$ cat src/rtl/pll_cfg_pkg.sv
package pll_cfg_pkg;
  localparam int DATA_W    = 32;
  localparam int ADDR_W    = 3;
  localparam int MULT_W    = 13;
  localparam int MULT_LO_W = 6;
  localparam int MULT_HI_W = MULT_W - MULT_LO_W;
  localparam int DIV_W     = 6;
  localparam int BW_W      = 12;
  localparam int BW_LO_W   = 8;
  localparam int BW_HI_W   = BW_W - BW_LO_W;
  localparam logic [BW_W-1:0] BW_RESET = 12'h005;

  localparam int W0_BW_LSB  = 24;
  localparam int W0_MH_LSB  = 12;
  localparam int W0_DIV_LSB = 0;
  localparam int W1_SAT_BIT = 6;
  localparam int W1_BWH_LSB = 0;

  typedef enum logic [ADDR_W-1:0] {
    A_CTL0 = 3'd0,
    A_CTL1 = 3'd1,
    A_ISO  = 3'd2,
    A_KEY0 = 3'd3,
    A_KEY1 = 3'd4
  } reg_addr_e;

  typedef enum logic [1:0] {
    LK_SHUT = 2'd0,
    LK_HALF = 2'd1,
    LK_OPEN = 2'd2
  } lock_st_e;

  function automatic logic [DATA_W-1:0] pack_w0(
      input logic [BW_LO_W-1:0] bw_lo,
      input logic [MULT_HI_W-1:0] mhi,
      input logic [DIV_W-1:0] dv);
    logic [DATA_W-1:0] w;
    w = '0;
    w[W0_BW_LSB +: BW_LO_W]   = bw_lo;
    w[W0_MH_LSB +: MULT_HI_W] = mhi;
    w[W0_DIV_LSB +: DIV_W]    = dv;
    return w;
  endfunction

  function automatic logic [DATA_W-1:0] pack_w1(
      input logic sat, input logic [BW_HI_W-1:0] bw_hi);
    logic [DATA_W-1:0] w;
    w = '0;
    w[W1_SAT_BIT]             = sat;
    w[W1_BWH_LSB +: BW_HI_W]  = bw_hi;
    return w;
  endfunction
endpackage

$ cat src/rtl/pll_key_lock.sv
module pll_key_lock
  import pll_cfg_pkg::*;
#(
  parameter logic [DATA_W-1:0] KEY0_VAL = 32'h5AC3_17E9,
  parameter logic [DATA_W-1:0] KEY1_VAL = 32'hC0DE_4B21
) (
  input  logic              clk,
  input  logic              por_n,
  input  logic              warm_rst_i,
  input  logic              key_wr0_i,
  input  logic              key_wr1_i,
  input  logic [DATA_W-1:0] key_data_i,
  output logic              unlocked_o
);
  lock_st_e st_q, st_d;

  always_comb begin
    st_d = st_q;
    if (key_wr0_i) begin
      st_d = (key_data_i == KEY0_VAL) ? LK_HALF : LK_SHUT;
    end else if (key_wr1_i) begin
      if (key_data_i != KEY1_VAL)  st_d = LK_SHUT;
      else if (st_q == LK_HALF)    st_d = LK_OPEN;
      else if (st_q == LK_OPEN)    st_d = LK_OPEN;
      else                         st_d = LK_SHUT;
    end
  end

  always_ff @(posedge clk or negedge por_n) begin
    if (!por_n)          st_q <= LK_SHUT;
    else if (warm_rst_i) st_q <= LK_SHUT;
    else                 st_q <= st_d;
  end

  assign unlocked_o = (st_q == LK_OPEN);

  AST_BAD_KEY0_LOCKS: assert property (@(posedge clk) disable iff (!por_n)
    (key_wr0_i && key_data_i != KEY0_VAL) |=> !unlocked_o);
  AST_BAD_KEY1_LOCKS: assert property (@(posedge clk) disable iff (!por_n)
    (key_wr1_i && key_data_i != KEY1_VAL) |=> !unlocked_o);
  AST_OPEN_AFTER_KEY1: assert property (@(posedge clk) disable iff (!por_n)
    $rose(unlocked_o) |-> $past(key_wr1_i));
  AST_WARM_RELOCKS: assert property (@(posedge clk) disable iff (!por_n)
    warm_rst_i |=> !unlocked_o);
endmodule

$ cat src/rtl/pll_cfg_bank.sv
module pll_cfg_bank
  import pll_cfg_pkg::*;
#(
  parameter int LANE_GRPS = 2
) (
  input  logic                 clk,
  input  logic                 por_n,
  input  logic                 unlocked_i,
  input  logic                 wr_w0_i,
  input  logic                 wr_w1_i,
  input  logic                 wr_iso_i,
  input  logic [BW_LO_W-1:0]   d_bw_lo_i,
  input  logic [MULT_HI_W-1:0] d_mhi_i,
  input  logic [DIV_W-1:0]     d_div_i,
  input  logic                 d_sat_i,
  input  logic [BW_HI_W-1:0]   d_bw_hi_i,
  input  logic [LANE_GRPS-1:0] d_iso_i,
  output logic [BW_W-1:0]      bw_o,
  output logic [MULT_HI_W-1:0] mhi_o,
  output logic [DIV_W-1:0]     div_o,
  output logic                 sat_o,
  output logic [LANE_GRPS-1:0] iso_o
);
  logic [BW_LO_W-1:0] bw_lo_q;
  logic [BW_HI_W-1:0] bw_hi_q;

  always_ff @(posedge clk or negedge por_n) begin
    if (!por_n) begin
      bw_lo_q <= BW_RESET[BW_LO_W-1:0];
      mhi_o   <= '0;
      div_o   <= '0;
    end else if (wr_w0_i && unlocked_i) begin
      bw_lo_q <= d_bw_lo_i;
      mhi_o   <= d_mhi_i;
      div_o   <= d_div_i;
    end
  end

  always_ff @(posedge clk or negedge por_n) begin
    if (!por_n) begin
      bw_hi_q <= BW_RESET[BW_W-1:BW_LO_W];
      sat_o   <= 1'b0;
    end else if (wr_w1_i && unlocked_i) begin
      bw_hi_q <= d_bw_hi_i;
      sat_o   <= d_sat_i;
    end
  end

  always_ff @(posedge clk or negedge por_n) begin
    if (!por_n)                       iso_o <= '0;
    else if (wr_iso_i && unlocked_i)  iso_o <= d_iso_i;
  end

  assign bw_o = {bw_hi_q, bw_lo_q};

  AST_LOCKED_HOLDS: assert property (@(posedge clk) disable iff (!por_n)
    (!unlocked_i && (wr_w0_i || wr_w1_i || wr_iso_i)) |=>
      ($stable(bw_o) && $stable(mhi_o) && $stable(div_o) && $stable(sat_o) && $stable(iso_o)));
endmodule

$ cat src/rtl/pll_go_capture.sv
module pll_go_capture
  import pll_cfg_pkg::*;
(
  input  logic                 clk,
  input  logic                 por_n,
  input  logic                 go_i,
  input  logic [MULT_HI_W-1:0] mhi_i,
  input  logic [MULT_LO_W-1:0] mlo_i,
  input  logic [DIV_W-1:0]     div_i,
  input  logic [BW_W-1:0]      bw_i,
  input  logic                 sat_i,
  output logic [MULT_W-1:0]    mult_o,
  output logic [DIV_W-1:0]     div_o,
  output logic [BW_W-1:0]      bw_o,
  output logic                 sat_o,
  output logic                 bw_err_o
);
  localparam int CW = MULT_W + 1;

  logic [CW-1:0] half_w, want_w;

  always_ff @(posedge clk or negedge por_n) begin
    if (!por_n) begin
      mult_o <= '0;
      div_o  <= '0;
      bw_o   <= BW_RESET;
      sat_o  <= 1'b0;
    end else if (go_i) begin
      mult_o <= {mhi_i, mlo_i};
      div_o  <= div_i;
      bw_o   <= bw_i;
      sat_o  <= sat_i;
    end
  end

  always_comb begin
    half_w   = ({1'b0, mult_o} + CW'(1)) >> 1;
    want_w   = half_w - CW'(1);
    bw_err_o = (want_w != CW'(bw_o));
  end

  AST_HOLD_WITHOUT_GO: assert property (@(posedge clk) disable iff (!por_n)
    !go_i |=> ($stable(mult_o) && $stable(div_o) && $stable(bw_o) && $stable(sat_o)));
  AST_FLAG_STEADY: assert property (@(posedge clk) disable iff (!por_n)
    !go_i |=> $stable(bw_err_o));
endmodule

$ cat src/rtl/pll_lane_rst.sv
module pll_lane_rst #(
  parameter int LANE_GRPS   = 2,
  parameter int SYNC_STAGES = 2
) (
  input  logic                 clk,
  input  logic                 por_n,
  input  logic                 warm_rst_i,
  input  logic [LANE_GRPS-1:0] iso_i,
  output logic [LANE_GRPS-1:0] lane_rst_o
);
  for (genvar g = 0; g < LANE_GRPS; g++) begin : g_grp
    logic [SYNC_STAGES-1:0] sh_q;
    always_ff @(posedge clk or negedge por_n) begin
      if (!por_n) sh_q <= '1;
      else        sh_q <= {sh_q[SYNC_STAGES-2:0], warm_rst_i & ~iso_i[g]};
    end
    assign lane_rst_o[g] = sh_q[SYNC_STAGES-1];
  end

  initial begin
    AST_STAGES_MIN: assert (SYNC_STAGES >= 2);
  end
endmodule

$ cat src/rtl/pll_cfg_regs.sv
module pll_cfg_regs
  import pll_cfg_pkg::*;
#(
  parameter logic [31:0] KEY0_VAL    = 32'h5AC3_17E9,
  parameter logic [31:0] KEY1_VAL    = 32'hC0DE_4B21,
  parameter int          LANE_GRPS   = 2,
  parameter int          SYNC_STAGES = 2
) (
  input  logic                 clk,
  input  logic                 por_n,
  input  logic                 warm_rst_i,
  input  logic                 cmd_valid_i,
  input  logic                 cmd_write_i,
  input  logic [2:0]           cmd_addr_i,
  input  logic [31:0]          cmd_wdata_i,
  output logic                 rsp_valid_o,
  output logic [31:0]          rsp_rdata_o,
  input  logic [5:0]           ctl_mult_lo_i,
  input  logic                 go_i,
  output logic [12:0]          pll_mult_o,
  output logic [5:0]           pll_div_o,
  output logic [11:0]          pll_bwadj_o,
  output logic                 pll_sat_en_o,
  output logic                 bw_err_o,
  output logic [LANE_GRPS-1:0] lane_rst_o
);
  logic wr, rd, unlocked;
  logic [BW_W-1:0]      r_bw;
  logic [MULT_HI_W-1:0] r_mhi;
  logic [DIV_W-1:0]     r_div;
  logic                 r_sat;
  logic [LANE_GRPS-1:0] r_iso;
  logic [DATA_W-1:0]    rd_mux;

  assign wr = cmd_valid_i && cmd_write_i;
  assign rd = cmd_valid_i && !cmd_write_i;

  pll_key_lock #(.KEY0_VAL(KEY0_VAL), .KEY1_VAL(KEY1_VAL)) u_lock (
    .clk        (clk),
    .por_n      (por_n),
    .warm_rst_i (warm_rst_i),
    .key_wr0_i  (wr && cmd_addr_i == A_KEY0),
    .key_wr1_i  (wr && cmd_addr_i == A_KEY1),
    .key_data_i (cmd_wdata_i),
    .unlocked_o (unlocked)
  );

  pll_cfg_bank #(.LANE_GRPS(LANE_GRPS)) u_bank (
    .clk        (clk),
    .por_n      (por_n),
    .unlocked_i (unlocked),
    .wr_w0_i    (wr && cmd_addr_i == A_CTL0),
    .wr_w1_i    (wr && cmd_addr_i == A_CTL1),
    .wr_iso_i   (wr && cmd_addr_i == A_ISO),
    .d_bw_lo_i  (cmd_wdata_i[W0_BW_LSB +: BW_LO_W]),
    .d_mhi_i    (cmd_wdata_i[W0_MH_LSB +: MULT_HI_W]),
    .d_div_i    (cmd_wdata_i[W0_DIV_LSB +: DIV_W]),
    .d_sat_i    (cmd_wdata_i[W1_SAT_BIT]),
    .d_bw_hi_i  (cmd_wdata_i[W1_BWH_LSB +: BW_HI_W]),
    .d_iso_i    (cmd_wdata_i[LANE_GRPS-1:0]),
    .bw_o       (r_bw),
    .mhi_o      (r_mhi),
    .div_o      (r_div),
    .sat_o      (r_sat),
    .iso_o      (r_iso)
  );

  pll_go_capture u_go (
    .clk      (clk),
    .por_n    (por_n),
    .go_i     (go_i),
    .mhi_i    (r_mhi),
    .mlo_i    (ctl_mult_lo_i),
    .div_i    (r_div),
    .bw_i     (r_bw),
    .sat_i    (r_sat),
    .mult_o   (pll_mult_o),
    .div_o    (pll_div_o),
    .bw_o     (pll_bwadj_o),
    .sat_o    (pll_sat_en_o),
    .bw_err_o (bw_err_o)
  );

  pll_lane_rst #(.LANE_GRPS(LANE_GRPS), .SYNC_STAGES(SYNC_STAGES)) u_lane (
    .clk        (clk),
    .por_n      (por_n),
    .warm_rst_i (warm_rst_i),
    .iso_i      (r_iso),
    .lane_rst_o (lane_rst_o)
  );

  always_comb begin
    rd_mux = '0;
    case (cmd_addr_i)
      A_CTL0:  rd_mux = pack_w0(r_bw[BW_LO_W-1:0], r_mhi, r_div);
      A_CTL1:  rd_mux = pack_w1(r_sat, r_bw[BW_W-1:BW_LO_W]);
      A_ISO:   rd_mux = DATA_W'(r_iso);
      default: rd_mux = '0;
    endcase
  end

  always_ff @(posedge clk or negedge por_n) begin
    if (!por_n) begin
      rsp_valid_o <= 1'b0;
      rsp_rdata_o <= '0;
    end else begin
      rsp_valid_o <= rd;
      if (rd) rsp_rdata_o <= rd_mux;
    end
  end

  AST_READ_ANSWERS: assert property (@(posedge clk) disable iff (!por_n)
    rd |=> rsp_valid_o);
  AST_WRITE_SILENT: assert property (@(posedge clk) disable iff (!por_n)
    !rd |=> !rsp_valid_o);
endmodule

$ cat config.mk
export PLATFORM = sky130hd
export DESIGN_NAME = pll_cfg_regs
export DESIGN_NICKNAME = d
export VERILOG_FILES = /design/src/rtl/pll_cfg_pkg.sv /design/src/rtl/pll_key_lock.sv /design/src/rtl/pll_cfg_bank.sv /design/src/rtl/pll_go_capture.sv /design/src/rtl/pll_lane_rst.sv /design/src/rtl/pll_cfg_regs.sv
export SDC_FILE = /design/constraint.sdc
export NUM_CORES = 1
export LEC_CHECK = 0
export BUFFER_PORTS_ARGS = -buffer_cell sky130_fd_sc_hd__buf_2
export CAP_MARGIN = 20
export CORE_MARGIN = 2
export CORE_UTILIZATION = 57
export CTS_BUF_LIST = sky130_fd_sc_hd__clkbuf_16
export CTS_CLUSTER_SIZE = 25
export DETAILED_ROUTE_END_ITERATION = 8
export PLACE_DENSITY = 0.91
export REMOVE_ABC_BUFFERS = 1
export SLEW_MARGIN = 40
export SYNTH_ARGS = -nofsm -noshare
export SYNTH_HDL_FRONTEND = slang
export SYNTH_SLANG_ARGS = --single-unit
$ cat constraint.sdc
create_clock -name clk -period 5.69 [get_ports clk]
set_input_delay 0.569 -clock clk [delete_from_list [all_inputs] [get_ports clk]]
set_output_delay 0.569 -clock clk [all_outputs]
set_load 0.05 [all_outputs]
## After elaboration in Yosys (flattened, before gate mapping)

Index checks and enable logic that the tools add are counted.
W data, S select, Z words.

- $add $sub $neg: 2
- Multipliers: 0
- Divide/modulo/power cells: 0
- $lt $le $gt $ge: 0
- Equal/unequal tests: 9
- Shifts and indexed selects: 0
- Mux-type cells: 8
- Bitwise gates (word level): 4
- Reduce and logical (&&, ||, !) cells: 13

Operators with widths:

| cell | number |
|---|---|
| $pmux W32 S3 | 1 |
| $eq A32 B31 Y1 const B | 1 |
| $ne A32 B32 Y1 const B | 1 |
| $add A13 B1 Y14 const B | 1 |
| $ne A14 B12 Y1 | 1 |
| $sub A13 B1 Y14 const B | 1 |
| $mux W2 | 6 |
| $logic_and A1 B1 Y1 | 10 |
| $eq A3 B2 Y1 const B | 2 |
| $eq A3 B1 Y1 const B | 1 |
| $eq A3 B3 Y1 const B | 1 |
| $logic_not A3 Y1 | 1 |
| $reduce_bool A3 Y1 | 1 |
| $and A1 B1 Y1 | 2 |
| $eq A2 B1 Y1 const B | 1 |
| $eq A2 B2 Y1 const B | 1 |
| $not A1 Y1 | 2 |
| $logic_not A1 Y1 | 1 |
| $mux W1 | 1 |

- Register bits after elaboration: 99
- Latch bits: 0
- RAM bits: 0
- Memory bits (read-only): 0
- Bits of input ports: 47
- Output and inout port bits: 68
- Word-level logic and storage cells: 51
- Memories: 0

## Longest topological paths before layout

- Word-level depth: 7
- Depth in mapped cells: 12
- Mapped depth without buffers: 10

## By module

A second synthesis with hierarchy kept.

- Cell total of the unflattened synthesis: 378
- Area, all modules: 4689.5 um^2

Modules (own cells, without submodules):

| module | instances | cells each | area each (um^2) | sequential area each (um^2) |
|---|---|---|---|---|
| pll_go_capture | 1 | 196 | 2154.6 | 803.3 |
| pll_cfg_bank | 1 | 61 | 1129.8 | 703.2 |
| pll_cfg_regs | 1 | 86 | 1026.0 | 575.6 |
| pll_key_lock | 1 | 27 | 231.5 | 50.0 |
| pll_lane_rst | 1 | 8 | 147.6 | 105.1 |

## Least setup slack after synthesis

Ideal clock, no wire load.

- Path type: flip-flop to output port
- Start point: register u_go.mult_o[1]
- End point: output bw_err_o
- Arrival: 3.014 ns
- Required time: 5.121 ns
- Setup slack: 2.107 ns
- Cell stages (with the launch flop): 13
- Path buffers: 2
- Cells stage by stage: dfrtp_1 > ha_1 > buf_6 > xor2_1 > inv_1 > ha_1 > clkbuf_1 > a21o_1 > o2111a_1 > a211oi_1 > a211oi_1 > a211oi_1 > o2111ai_1

- Longest elaborated chain between the ends: 3

RTL lines:

| item | RTL line | RTL |
|---|---|---|
| start: declaration | pll_go_capture.sv:12 | `output logic [MULT_W-1:0] mult_o,` |
| start signal: assignment | pll_go_capture.sv:29 | `mult_o <= {mhi_i, mlo_i};` |
| $add A13 B1 Y14 | pll_go_capture.sv:37 | `half_w = ({1'b0, mult_o} + CW'(1)) >> 1;` |
| $sub A13 B1 Y14 | pll_go_capture.sv:38 | `want_w = half_w - CW'(1);` |
| $ne A14 B12 Y1 | pll_go_capture.sv:39 | `bw_err_o = (want_w != CW'(bw_o));` |
| end: declaration | pll_cfg_regs.sv:24 | `output logic bw_err_o,` |

No other way between the ends.

## Worst setup path in the final report

Ends and elaborated chain as after synthesis.

==> results.yml <==
worst_setup_path:
  critPathBufInv: 1
  startpoint: "u_go.mult_o[1]"
  cpPeakStageDelay_ps: 440
  regToRegSetupSlack_ps: 3410
  crit_slowest_cell: "dfrtp_1"
  cp_max_fo: 9
  worstSetupPathType: "register to output pin"
  crit_family: "compound AO/OA/AOI/OAI gates"
  critPathLaunchType: "register"
  reg2reg_from: "u_lock.st_q[0]"
  required_ps: 5120
  crit_chain: "ha_1 > nand2_1 > o21ai_0 > o2111ai_2 > o211a_1 > nor4_1 > a211oi_1 > o2111ai_1 > buf_2"
  cp-end-kind: "output pin"
  cp.arrival_ps: 3140
layout:
  area_growth_pct: 18.4
  fin_cells: 576
  final_net_count: 519
  antenna_cells: 0
  stdcell_area_um2: 5360
  layout-drive-gt1-share_pct: 42.4
route:
  dr.pass1.iters: 4
  ant_nets: 0
  wl_per_cell_um: 19.6
  drc: 0
  viasPerCell: 6.01
  wirelength_mm: 11.3
  vias: 3459
  dr.first_iter.drc_count: 284
cts:
  cts.htree.levels: 3
  ctsResizeCount: 0
  cts.clk_slew.worst_paths_ps: 60
  cts_tree: "yes"
  cts_buffer_depth: 2
  cts_hold_buf: 0
  clock-root-buffer: "clkbuf_16"
  postCtsSetupBuffers: 0
  clock_latency_ps: 330
  cts_sinks: 89
  cts_buffers: 9
placement:
  port_buffers: 104
  dp_hpwl_mm: 7.95
  dp.cells: 560
  place.gp.congestion: 0.869
  placed_area_um2: 5040
logic_synthesis:
  synth_ff_type: "dfrtp_1"
  postSynthAreaPerCell_um2: 12.0
  synth_edf_count: 0
  synth_cell_types: 64
  synth_seq_cells: 89
  synth_warnings: 0
  synthArstFlopShare_pct: 100
  netlist.area_leader.share_pct: 44.8
  postSynthCellCount: 376
  yosysTopAreaCell: "dfrtp_1"
  syn_area_um2: 4530
  seq_area_frac_synth_pct: 49.4
  synth_most_common_cell: "dfrtp_1"
  yosys-top-cells-count: "81 x dfrtp_1, 60 x mux2_2, 19 x a22o_1"
  yosys-top-cells-area: "dfrtp_1 45%, mux2_2 15%, dfstp_2 4.6%, a22o_1 3.7%, xnor2_1 3.5%"
sta:
  min_period_over_period_pct: 65.2
  slew_violations: 0
  timing.hold.ws_ps: 270
  max_freq_ghz: 0.270
  relSlewSlack_pct: 42.5
  rsz0062_at_grt: "no"
  setup_violations: 0
  finClkSkew_ps: 7.13
  setup_tns_ps: 0
  tightest_slew_ps: 858
  hold_viol_final: 0
  min_period_ps: 3710
floorplan:
  die_x_um: 93.1
  die_y_um: 93.1
  rows: 32
  initial_core_util_pct: 58.6
  ios: 115
  core_area_um2: 7730
  dieArea_um2: 8670
status:
  outcome: "completed"
global_route:
  track_usage_pct: 26.7
  grt-ovfl-total: 0
  grt_max_degree: 90
  antenna_found_initial: 0
  grt_pass1_vias: 3345
  grt_pass1_wl_mm: 17.6
job:
  max_cap_violations: 0
pwr:
  peakVddDrop_mv: 0.209
  p_per_area_nw_per_um2: 267
  p_leak_uw: 0.00266
  p_total_uw: 1430
min_path:
  holdCritPathClass: "input pin to async pin"
metal layers:
metal | track usage, % | vias up | share of wire (%)
met2 | 43.2 | 134 | 50
met3 | 5.48 | 39 | 5.4
met5 | 0 | - | 0
met1 | 35.1 | 1722 | 42
met4 | 11.6 | 0 | 2.8
li1 | - | 1564 | -
registers in the layout, indices dropped and copies added, names as in the netlist, 2 cells and up:
| signal | count |
|---|---|
| u_bank.iso_o | 2 |
| u_lane.g_grp.sh_q | 4 |
| u_bank.bw_lo_q | 8 |
| u_bank.div_o | 6 |
| u_go.div_o | 6 |
| u_go.bw_o | 12 |
| rsp_rdata_o | 22 |
| u_lock.st_q | 2 |
| u_bank.bw_hi_q | 4 |
| u_bank.mhi_o | 7 |
| u_go.mult_o | 13 |
path summary, 6_finish.rpt:
path	end	depth (start not counted)
hold / removal	u_bank.sat_o	1
setup / recovery	bw_err_o	9
hold reg to reg	u_lane.g_grp[1].sh_q[1]	0
min in group clk	u_lane.g_grp[1].sh_q[1]	0
max in group asynchronous	u_bank.bw_lo_q[1]	1
setup reg to reg	u_bank.div_o[1]	6
kinds of logic after synthesis:
kind of cell               Yosys count  synth area share, %
buffers and inverters               39                 4.75
and+or+nand+nor                     91                 12.3
other                                1               0.0828
adders and majority gates            3                0.829
DFF                                 89                 49.4
AOI/OAI and AO/OA                   63                 11.2
muxes                               65                 16.0
xor gates and xnor gates            25                 5.31
through the flow:
step                setup WS [ps]  utilization [%]
floorplan                    2140                -
global placement             2510             65.2
detailed placement           2400             65.3
CTS                          2030             69.3
global route                 1810             69.4
finish                       1980             69.4
layout by cell type, fill, tap and decap left out, drive strengths merged, types with 2 or more instances in the layout:
master | synthesis | routed
a2111oi | 3 | 3
a211oi | 4 | 4
a21o | 2 | 2
a21oi | 4 | 4
a22o | 19 | 19
a31oi | 2 | 2
and3 | 3 | 3
buf | 18 | 105
bufinv | 0 | 2
clkbuf | 15 | 10
clkinv | 0 | 2
conb | 1 | 10
dfrtp | 81 | 81
dfstp | 8 | 8
ha | 3 | 3
inv | 6 | 8
mux2 | 60 | 60
mux2i | 5 | 5
nand2 | 16 | 16
nand2b | 2 | 2
nand3 | 8 | 8
nand4 | 8 | 8
nand4b | 3 | 3
nor2 | 12 | 12
nor2b | 5 | 5
nor3 | 6 | 6
nor3b | 2 | 2
nor4 | 8 | 8
nor4b | 4 | 4
nor4bb | 2 | 2
o2111ai | 3 | 3
o211a | 2 | 2
o21ai | 14 | 14
or3 | 5 | 5
xnor2 | 18 | 18
xor2 | 6 | 6
report_power, final:
part           total [uW]  internal, uW  leakage [uW]  switching (uW)
combinational         170          57.6       0.00131             112
sequential            653           640       0.00120            13.0
clock                 611           381      0.000156             231
final cells by class:
| type | instances | area [um^2] |
|---|---|---|
| fillers | 525 | 2370 |
| flip-flops and latches | 89 | 2240 |
| multi-input cells | 257 | 2120 |
| repair buffers | 106 | 544 |
| clock buffers | 9 | 225 |
| well taps | 102 | 128 |
| clock inverters | 7 | 87.6 |
| inverters | 6 | 22.5 |
(Power assumes the default switching activity.)
